[src/rtl/sysclk_pkg.sv]
`timescale 1ns/1ps
package sysclk_pkg;
    localparam int DATA_W    = 8;
    localparam int RATIO_MAX = 16;
    localparam int CNT_W     = $clog2(RATIO_MAX);
    localparam int RATIO_W   = CNT_W + 1;
    localparam int REGA_OFS  = 0;
    localparam int REGB_OFS  = 1;

    typedef enum logic [1:0] {
        OUT_PORT   = 2'd0,
        OUT_SUB    = 2'd1,
        OUT_FAST   = 2'd2,
        OUT_DIVIDE = 2'd3
    } clkout_sel_e;

    typedef struct packed {
        logic        sys_sub;
        logic        div8;
        logic        main_halt;
        logic        sub_en;
        logic        sub_drive;
        logic        wait_pgate;
        clkout_sel_e out_sel;
    } ctl_a_t;

    typedef struct packed {
        logic [1:0] div_sel;
        logic       main_drive;
        logic       fc_fast;
        logic [2:0] unused_z;
        logic       stop;
    } ctl_b_t;

    localparam ctl_a_t CTL_A_RST = ctl_a_t'(8'h48);
    localparam ctl_b_t CTL_B_RST = ctl_b_t'(8'h20);

    function automatic logic [RATIO_W-1:0] div_ratio(input logic force8,
                                                     input logic [1:0] sel);
        if (force8) return RATIO_W'(8);
        case (sel)
            2'd0:    return RATIO_W'(1);
            2'd1:    return RATIO_W'(2);
            2'd2:    return RATIO_W'(4);
            default: return RATIO_W'(16);
        endcase
    endfunction
endpackage

[src/rtl/sysclk_regs.sv]
`timescale 1ns/1ps
module sysclk_regs
    import sysclk_pkg::*;
#(
    parameter int ADDR_W = 2
) (
    input  logic              clk,
    input  logic              rst,
    input  logic [ADDR_W-1:0] addr,
    input  logic [DATA_W-1:0] wdata,
    input  logic              we,
    input  logic              prot_en,
    input  logic              sub_stable,
    input  logic              main_stable,
    input  logic              wake,
    output ctl_a_t            ra,
    output ctl_b_t            rb,
    output logic [DATA_W-1:0] rdata
);
    localparam logic [ADDR_W-1:0] ADR_A = ADDR_W'(REGA_OFS);
    localparam logic [ADDR_W-1:0] ADR_B = ADDR_W'(REGB_OFS);

    ctl_a_t na, wa;
    ctl_b_t nb, wb;
    logic   hit_a, hit_b;

    always_comb begin
        hit_a = we && prot_en && (addr == ADR_A);
        hit_b = we && prot_en && (addr == ADR_B);
        wa    = ctl_a_t'(wdata);
        wb    = ctl_b_t'(wdata);
        na    = ra;
        nb    = rb;
        if (hit_a) begin
            na         = wa;
            na.sys_sub = ra.sys_sub;
            // move to sub-clock: enable must already be on, stay on, and be settled
            if (!ra.sys_sub && wa.sys_sub && ra.sub_en && wa.sub_en && sub_stable)
                na.sys_sub = 1'b1;
            // move back to main: main must be running and settled
            if (ra.sys_sub && !wa.sys_sub && !ra.main_halt && main_stable)
                na.sys_sub = 1'b0;
        end
        if (hit_b) begin
            nb          = wb;
            nb.unused_z = '0;
            if (wb.stop) begin
                nb.main_drive = 1'b1;
                na.sub_drive  = 1'b1;
                if (!ra.sys_sub) na.div8 = 1'b1;
            end
        end
        if (wake) nb.stop = 1'b0;
    end

    always_ff @(posedge clk) begin
        if (rst) begin
            ra <= CTL_A_RST;
            rb <= CTL_B_RST;
        end else begin
            ra <= na;
            rb <= nb;
        end
    end

    always_comb begin
        if (addr == ADR_A)      rdata = ra;
        else if (addr == ADR_B) rdata = rb;
        else                    rdata = '0;
    end
endmodule

[src/rtl/sysclk_div.sv]
`timescale 1ns/1ps
module sysclk_div
    import sysclk_pkg::*;
(
    input  logic               clk,
    input  logic               rst,
    input  logic               run,
    input  logic [RATIO_W-1:0] ratio,
    output logic               pulse
);
    logic [RATIO_W-1:0] ratio_q;
    logic [CNT_W-1:0]   cnt;
    logic               changed, at_end;

    assign changed = (ratio != ratio_q);
    assign at_end  = ({1'b0, cnt} == (ratio - RATIO_W'(1)));
    assign pulse   = run && !changed && at_end;

    always_ff @(posedge clk) begin
        if (rst) begin
            ratio_q <= '0;
            cnt     <= '0;
        end else begin
            ratio_q <= ratio;
            if (!run || changed || at_end) cnt <= '0;
            else                           cnt <= cnt + 1'b1;
        end
    end
endmodule

[src/rtl/sysclk_subdiv.sv]
`timescale 1ns/1ps
module sysclk_subdiv #(
    parameter int SUB_DIV = 32
) (
    input  logic clk,
    input  logic rst,
    input  logic en,
    input  logic tick,
    output logic pulse
);
    generate
        if (SUB_DIV <= 1) begin : g_pass
            assign pulse = en && tick;
        end else begin : g_count
            localparam int W = $clog2(SUB_DIV);
            logic [W-1:0] cnt;
            logic         last;
            assign last  = (cnt == W'(SUB_DIV - 1));
            assign pulse = en && tick && last;
            always_ff @(posedge clk) begin
                if (rst || !en)  cnt <= '0;
                else if (tick)   cnt <= last ? '0 : cnt + 1'b1;
            end
        end
    endgenerate
endmodule

[src/rtl/sysclk_ctl.sv]
`timescale 1ns/1ps
module sysclk_ctl
    import sysclk_pkg::*;
#(
    parameter int ADDR_W  = 2,
    parameter int SUB_DIV = 32
) (
    input  logic              clk,
    input  logic              rst,
    input  logic [ADDR_W-1:0] bus_addr,
    input  logic [7:0]        bus_wdata,
    input  logic              bus_we,
    output logic [7:0]        bus_rdata,
    input  logic              prot_en,
    input  logic              sub_tick,
    input  logic              sub_stable,
    input  logic              main_stable,
    input  logic              wait_req,
    input  logic              wake,
    output logic              sys_ce,
    output logic              cpu_ce,
    output logic              periph_ce,
    output logic              f1_ce,
    output logic              div_ce,
    output logic              fc1_ce,
    output logic              fc132_ce,
    output logic              clkout_ce,
    output logic              clkout_port,
    output logic              main_osc_on,
    output logic              sub_osc_on,
    output logic              stop_mode
);
    ctl_a_t             ra;
    ctl_b_t             rb;
    logic               main_run, sub_run, slow_ce;
    logic [RATIO_W-1:0] ratio;

    sysclk_regs #(.ADDR_W(ADDR_W)) u_regs (
        .clk(clk), .rst(rst), .addr(bus_addr), .wdata(bus_wdata), .we(bus_we),
        .prot_en(prot_en), .sub_stable(sub_stable), .main_stable(main_stable),
        .wake(wake), .ra(ra), .rb(rb), .rdata(bus_rdata)
    );

    assign main_run = !rb.stop && !ra.main_halt;
    assign sub_run  = !rb.stop && ra.sub_en;
    assign ratio    = div_ratio(ra.div8, rb.div_sel);

    sysclk_div u_div (
        .clk(clk), .rst(rst), .run(main_run), .ratio(ratio), .pulse(div_ce)
    );

    sysclk_subdiv #(.SUB_DIV(SUB_DIV)) u_sub (
        .clk(clk), .rst(rst), .en(sub_run), .tick(sub_tick), .pulse(slow_ce)
    );

    assign f1_ce     = main_run;
    assign fc1_ce    = sub_run && sub_tick;
    assign fc132_ce  = rb.fc_fast ? fc1_ce : slow_ce;
    assign sys_ce    = ra.sys_sub ? fc1_ce : div_ce;
    assign cpu_ce    = sys_ce && !wait_req;
    assign periph_ce = sys_ce && !(wait_req && ra.wait_pgate);

    always_comb begin
        case (ra.out_sel)
            OUT_SUB:    clkout_ce = fc1_ce;
            OUT_FAST:   clkout_ce = f1_ce;
            OUT_DIVIDE: clkout_ce = div_ce;
            default:    clkout_ce = 1'b0;
        endcase
    end

    assign clkout_port = (ra.out_sel == OUT_PORT);
    assign main_osc_on = main_run;
    assign sub_osc_on  = sub_run;
    assign stop_mode   = rb.stop;
endmodule

[config.mk]
export PLATFORM = sky130hd
export DESIGN_NAME = sysclk_ctl
export DESIGN_NICKNAME = d
export VERILOG_FILES = /design/src/rtl/sysclk_pkg.sv /design/src/rtl/sysclk_regs.sv /design/src/rtl/sysclk_div.sv /design/src/rtl/sysclk_subdiv.sv /design/src/rtl/sysclk_ctl.sv
export SDC_FILE = /design/constraint.sdc
export NUM_CORES = 1
export LEC_CHECK = 0
export BUFFER_PORTS_ARGS = -buffer_cell sky130_fd_sc_hd__buf_4
export CORE_MARGIN = 3
export CORE_UTILIZATION = 30
export CTS_CLUSTER_SIZE = 12
export DETAILED_ROUTE_END_ITERATION = 8
export GPL_ROUTABILITY_DRIVEN = 0
export RECOVER_POWER = 50
export SLEW_MARGIN = 20
export SYNTH_ARGS = -nofsm -noshare
export SYNTH_HDL_FRONTEND = slang
export SYNTH_SLANG_ARGS = --single-unit
[constraint.sdc]
create_clock -name clk -period 2 [get_ports clk]
set_input_delay 0.2 -clock clk [delete_from_list [all_inputs] [get_ports clk]]
set_output_delay 0.2 -clock clk [all_outputs]
set_load 0.1 [all_outputs]
Word level (Yosys, flattened, before mapping) --
Cells that the tools add are included.
Operators by class: reduce and logical (&&, ||, !) cells 38, multiplexer cells 19, equality and inequality tests 9, $add $sub $neg 3
Operator list (number):
- logical AND 1 bit | 19
- 2-to-1 mux 8 bit | 2
- 2-to-1 mux 5 bit | 3
- case mux 5 bit (3 select lines) | 1
- 2-to-1 mux 1 bit | 11
- zero test 1 bit | 9
- 2-to-1 mux 7 bit | 1
- == test 2 x 1 -> 1 bit, second input constant | 3
- == test 2 bit, second input constant | 3
- zero test 2 bit | 3
- adder 5 x 1 -> 5 bit, second input constant | 1
- == test 4 x 5 -> 1 bit | 1
- == test 5 bit, second input constant | 1
- inequality test 5 bit | 1
- subtractor 5 x 1 -> 5 bit, second input constant | 1
- adder 4 x 1 -> 4 bit, second input constant | 1
- OR reduction 2 bit | 2
- logical OR 1 bit | 3
- case mux 1 bit (3 select lines) | 1
- AND reduction 2 bit | 1
- nonzero test 2 bit | 1
Storage, ports and cells: logic and storage cells 83, input bits 19, output and inout port bits 20, flip-flop bits (word level) 27

Longest topological paths before layout --
depth in word-level cells 9, mapped depth 9

Cells and area by module --
From an unflattened synthesis, not the netlist that was laid out.
Second synthesis, totals: cell total of the unflattened synthesis 162, area, all modules 1508.9 sq um
By module, submodules not included:
- sysclk_regs | area each 659.4 sq um, sequential area each 260.2 sq um, times used 1, cells an instance 72
- sysclk_div | area each 469.2 sq um, sequential area each 180.2 sq um, times used 1, cells an instance 49
- sysclk_subdiv | area each 244.0 sq um, sequential area each 100.1 sq um, times used 1, cells an instance 24
- sysclk_ctl | area each 136.4 sq um, sequential area each 0.0 sq um, times used 1, cells an instance 17

Worst setup path before layout --
Ideal clock, no wire load.
kind reg2out, start point register u_regs.rb[0] (netlist name), end point output periph_ce, stages on the path, launching flop included 6, buffers on the path 0, required time 1.800 ns, setup slack -3.062 ns, arrival 4.862 ns, path through dfxtp_1 nor2b_1 nand2_1 inv_1 nand2_1 a22oi_1
RTL lines:
- zero test 1 bit | line sysclk_ctl.sv:45 | assign sub_run = !rb.stop && ra.sub_en;
- logical AND 1 bit | line sysclk_ctl.sv:45
- named net sub_osc_on | line sysclk_ctl.sv:30 | output logic sub_osc_on,
- logical AND 1 bit | line sysclk_ctl.sv:57 | assign fc1_ce = sub_run && sub_tick;
- named net fc1_ce | line sysclk_ctl.sv:25 | output logic fc1_ce,
- 2-to-1 mux 1 bit | line sysclk_ctl.sv:59 | assign sys_ce = ra.sys_sub ? fc1_ce : div_ce;
- logical AND 1 bit | line sysclk_ctl.sv:61 | assign periph_ce = sys_ce && !(wait_req && ra.wait_pgate);
- end: declaration | line sysclk_ctl.sv:22 | output logic periph_ce,
The timed path passes the listed nets, and every way through them passes these cells.

Worst setup path after layout --
start point register u_regs.ra[6] (netlist name), end point output cpu_ce
Between the ends: word-level cells in the longest chain between the ends 8
Ends and longest elaborated chain:
- 2-to-1 mux 1 bit * | line sysclk_pkg.sv:40 | if (force8) return RATIO_W'(8);
- 2-to-1 mux 5 bit * | line sysclk_pkg.sv:41 | case (sel)
- parallel branches: the longest is 3 deep, another holds subtractor 5 x 1 -> 5 bit
- logical AND 1 bit * | line sysclk_div.sv:17 | assign pulse = run && !changed && at_end;
- 2-to-1 mux 1 bit * | line sysclk_ctl.sv:59
- logical AND 1 bit * | line sysclk_ctl.sv:60 | assign cpu_ce = sys_ce && !wait_req;
- end: declaration | line sysclk_ctl.sv:21 | output logic cpu_ce,
Every way passes the cells marked *.

==> run summary <==
The run finished, with violations left. The final reports fail on setup timing. The fraction of final layout cells sized beyond drive strength 1 came out at 0.386. During synthesis, Yosys emitted a total of 0 warnings.

The floorplan die height is 77.2 µm. The type of destination of the critical path is an output pin. At the worst endpoint, the arrival time is 2.29 ns. The number of cells in the finished layout apart from fillers came out at 313.

The initial antenna violation count was 0. Of the total power, the share spent switching nets is 0.293. The number of design-rule violations left by the first detailed-router iteration is between 40 and 50.

The global route total overflow came out at 0. Averaged over all synthesized cells, the footprint is roughly 8.0 µm². The max capacitance violation total came out at 0. The endpoint identified for the worst register-to-register timing path is u_div.cnt[3].

The total vias in the final route came out at 1468. The maximum frequency from static timing analysis is between 0.4 and 0.5 GHz. The combined area of all synthesized cells came out at between 1500 and 2000 µm².

For the finished layout, the period the worst path requires is ~2.5 ns. The number of iterations in the first detailed-routing pass came out at 4. The final setup TNS came out at -2.27 ns. The detailed-placement wirelength estimate is slightly below 3000 µm.

The setup path with the least slack is of type register to output pin. The critical path ends at cpu_ce. The number of antenna cells inserted came out at 0.

For this configuration, the core starts out at a cell density of 0.315. The required time of the worst setup path is 1.80 ns. Once placement finished, the instance area stood at a little over 2000 µm². Clock-pin slew was measured on the worst setup and hold paths at approximately 0.1 ns. For the worst flop-to-flop path, the logic depth is 10. After floorplanning, the core was divided into 25 placement rows. The power density relative to cell area came out at 481 nW/µm².

In this run the worst hold path is classified as input port to register. The share of the synthesized area in the top cell type is 0.356. Summed over all nets, the switching power comes to 0.320 mW. TritonCTS built the clock tree.

Setup repair after global routing could not meet its margin everywhere. The number of clock sinks came out at 27. Clock tree synthesis selected as its root buffer the cell clkbuf_8. The wire length of the first global-routing pass came out at around 7000 µm.

The number of buffers created by CTS is 3. The dominant register cell in the synthesized netlist is dfxtp_1. The number of synthesized flops with an enable pin is 0. The via count normalized by instance count came out at around 4.7. The register-to-register path setup slack came out at -0.04 ns. Across every metal layer, demand over resource in global routing totals 0.140.

The number of failing setup endpoints in the final timing report is 9. Across the VDD grid, the largest voltage drop is ~0.37 mV. From synthesis to final layout, the design area changed by 49.0%. For the pin with the worst max-slew slack, the measured transition is around 0.57 ns. The power share of the combinational group is 0.198. In the finished design, the share of the clock period the worst path needs comes to 1.24.

The fraction of registers with async set/reset came out at 0. The number of nets in the synthesized netlist is about 210. The post-synthesis sequential element count is 27. Entering global routing, the biggest net connects 20 pins. By area the synthesized netlist is led by dfxtp_1, nand2_1, nor2_1. The count of cell types in the netlist is 42. The worst-skew pair later-pin latency is 0.27 ns. The total of fill cells in the finished design came out at ~500. Of the synthesized area, sequential elements account for 0.356. The routed wirelength normalized by instance count came out at roughly 13 µm. Of the total power, the clock network draws 0.292.

For this design, the CTS-stage hold fixing added 0 buffers. The final max-slew violation count came out at 0. The count of final hold-check violations came out at 0.

The residual DRC count came out at 0. The minimum setup slack in the final design is -0.487 ns. The origin of the worst setup path is u_regs.ra[6].

The count of input and output buffers is 38. The number of cells in the design after placement is 300. The cell area after layout is approximately 2300 µm². The worst setup path is launched from a register. The internal cell power is ~0.77 mW. Of all cell types, the one taking the most synthesized area is dfxtp_1. The leakage component of the power came out at about 0.93 nW. The number of global-route vias before repair is roughly 1500. Once detail routing completed, the nets flagged for antenna violations numbered 0. The final-stage net count came out at between 200 and 300. The worst clock skew is 0.00318 ns. The post-synthesis instance total is ~190. 39 I/O pins were placed. The die width came out at 77.2 µm. The commonest cells after synthesis are dfxtp_1, nand2_1, nor2_1. The H-tree depth came out at 1. The pre-CTS worst setup slack came out at -0.294 ns.

The relative contribution of sequential cells to total power came out at 0.510. The final worst hold slack came out at 0.0647 ns. The largest fanout on the critical path came out at 4. The clock passes through at most 2 buffers. The worst-case headroom to the max-slew limit came out at 0.621. The area of the die came out at 5950 µm².

The startpoint identified for the worst register-to-register timing path is u_regs.ra[6]. The routed wire length came out at 3990 µm. The total area inside the core boundary comes to between 4000 and 5000 µm².
-- sequential cells by signal, indices dropped and copies added (netlist names) --
register / cells
u_regs.ra: 8
u_div.ratio_q: 5
u_regs.rb: 5
u_sub.g_count.cnt: 5
u_div.cnt: 4
-- worst max-delay path, cell delays in order, from the launching register on --
cell and delay, ns:
dfxtp_2 0.35, nand2b_4 0.14, nand2b_4 0.15, ha_4 0.18
xor2_2 0.17, xnor2_1 0.16, o211a_1 0.18, nand4_1 0.16
buf_4 0.20, a21oi_4 0.13, buf_12 0.19
-- layout by cell type, fill, tap and decap left out, types with 2 or more instances in the layout --
master      instances
and3_1              2
xnor2_1             5
nor3_1              5
ha_1                2
nand2b_1            4
buf_6               2
buf_4              53
clkinvlp_4          2
nand2b_4            2
a22oi_1             2
o21bai_1            2
a211oi_1            2
clkbuf_1            2
nand3b_1            2
o21ai_0             5
mux2i_1             8
dfxtp_1            23
nor3b_2             2
nor2_2              2
buf_12              5
nor3b_1             2
nand2_1            25
nand3_1             3
dfxtp_4             3
and2_1              4
nand4b_1            3
clkbuf_8            3
nor2b_1             2
a21oi_1            12
nor2_1             24
inv_1               5
-- power groups by stage --
stage               Combinational, mW  Sequential, mW  Clock (mW)
floorplan                       0.133           0.568           0
global placement                0.199           0.570           0
detailed placement              0.200           0.570           0
CTS                             0.214           0.556       0.327
global route                    0.231           0.557       0.345
finish                          0.216           0.556       0.318
-- layout make-up --
| cell class | count | area, µm² | area share |
|---|---|---|---|
| Multi-Input combinational cell | 145 | 1010 | 0.448 |
| Sequential cell | 27 | 553 | 0.244 |
| Timing Repair Buffer | 62 | 528 | 0.233 |
| Tap cell | 67 | 83.8 | 0.0370 |
| Clock buffer | 3 | 41.3 | 0.0182 |
| Inverter | 8 | 37.5 | 0.0166 |
| Clock inverter | 1 | 5.00 | 0.00221 |
-- timing repair --
action                     in CTS  in global routing
setup endpoints to repair       9                 10
pin swaps                       9                  4
resized for setup              26                  5
cloned                          0                  0
setup buffers                   5                  4
-- layer usage --
metal / vias to the layer above / track usage / share of wire
met4: 0 / 0.0267 / 0.0058
li1: 759 / - / -
met3: 4 / 0.0293 / 0.034
met1: 681 / 0.180 / 0.47
met5: - / 0 / 0
met2: 24 / 0.244 / 0.49
-- cell families after synthesis --
| group | synth area share |
|---|---|
| AND/OR/NAND/NOR | 0.318 |
| adder cells (fa/ha/maj) | 0.0330 |
| AO/OA/AOI/OAI | 0.143 |
| flip-flops | 0.356 |
| multiplexers | 0.0527 |
| buffers and inverters | 0.0626 |
| XOR/XNOR | 0.0346 |
-- stage by stage --
| stage | util | total power [mW] |
|---|---|---|
| 6_report | 0.470 | 1.09 |
| 5_1_grt | 0.470 | 1.13 |
| 4_1_cts | 0.461 | 1.10 |
| 3_5_place_dp | 0.419 | 0.770 |
| 3_3_place_gp | 0.419 | 0.769 |
| 2_1_floorplan | - | 0.702 |
-- how the worst min path moves through the flow --
stage | start | endpoint | slack, ns | cells after the start
after global routing | wake | u_regs.rb[0] | 0.06 | 2
after detailed placement | wake | u_regs.rb[0] | 0.36 | 2
after global placement | wake | u_regs.rb[0] | 0.36 | 2
after CTS | wake | u_regs.rb[0] | 0.06 | 2
after floorplan | wake | u_regs.rb[0] | 0.27 | 1
final | wake | u_regs.rb[0] | 0.06 | 2
Power figures use the tool's default switching activity.
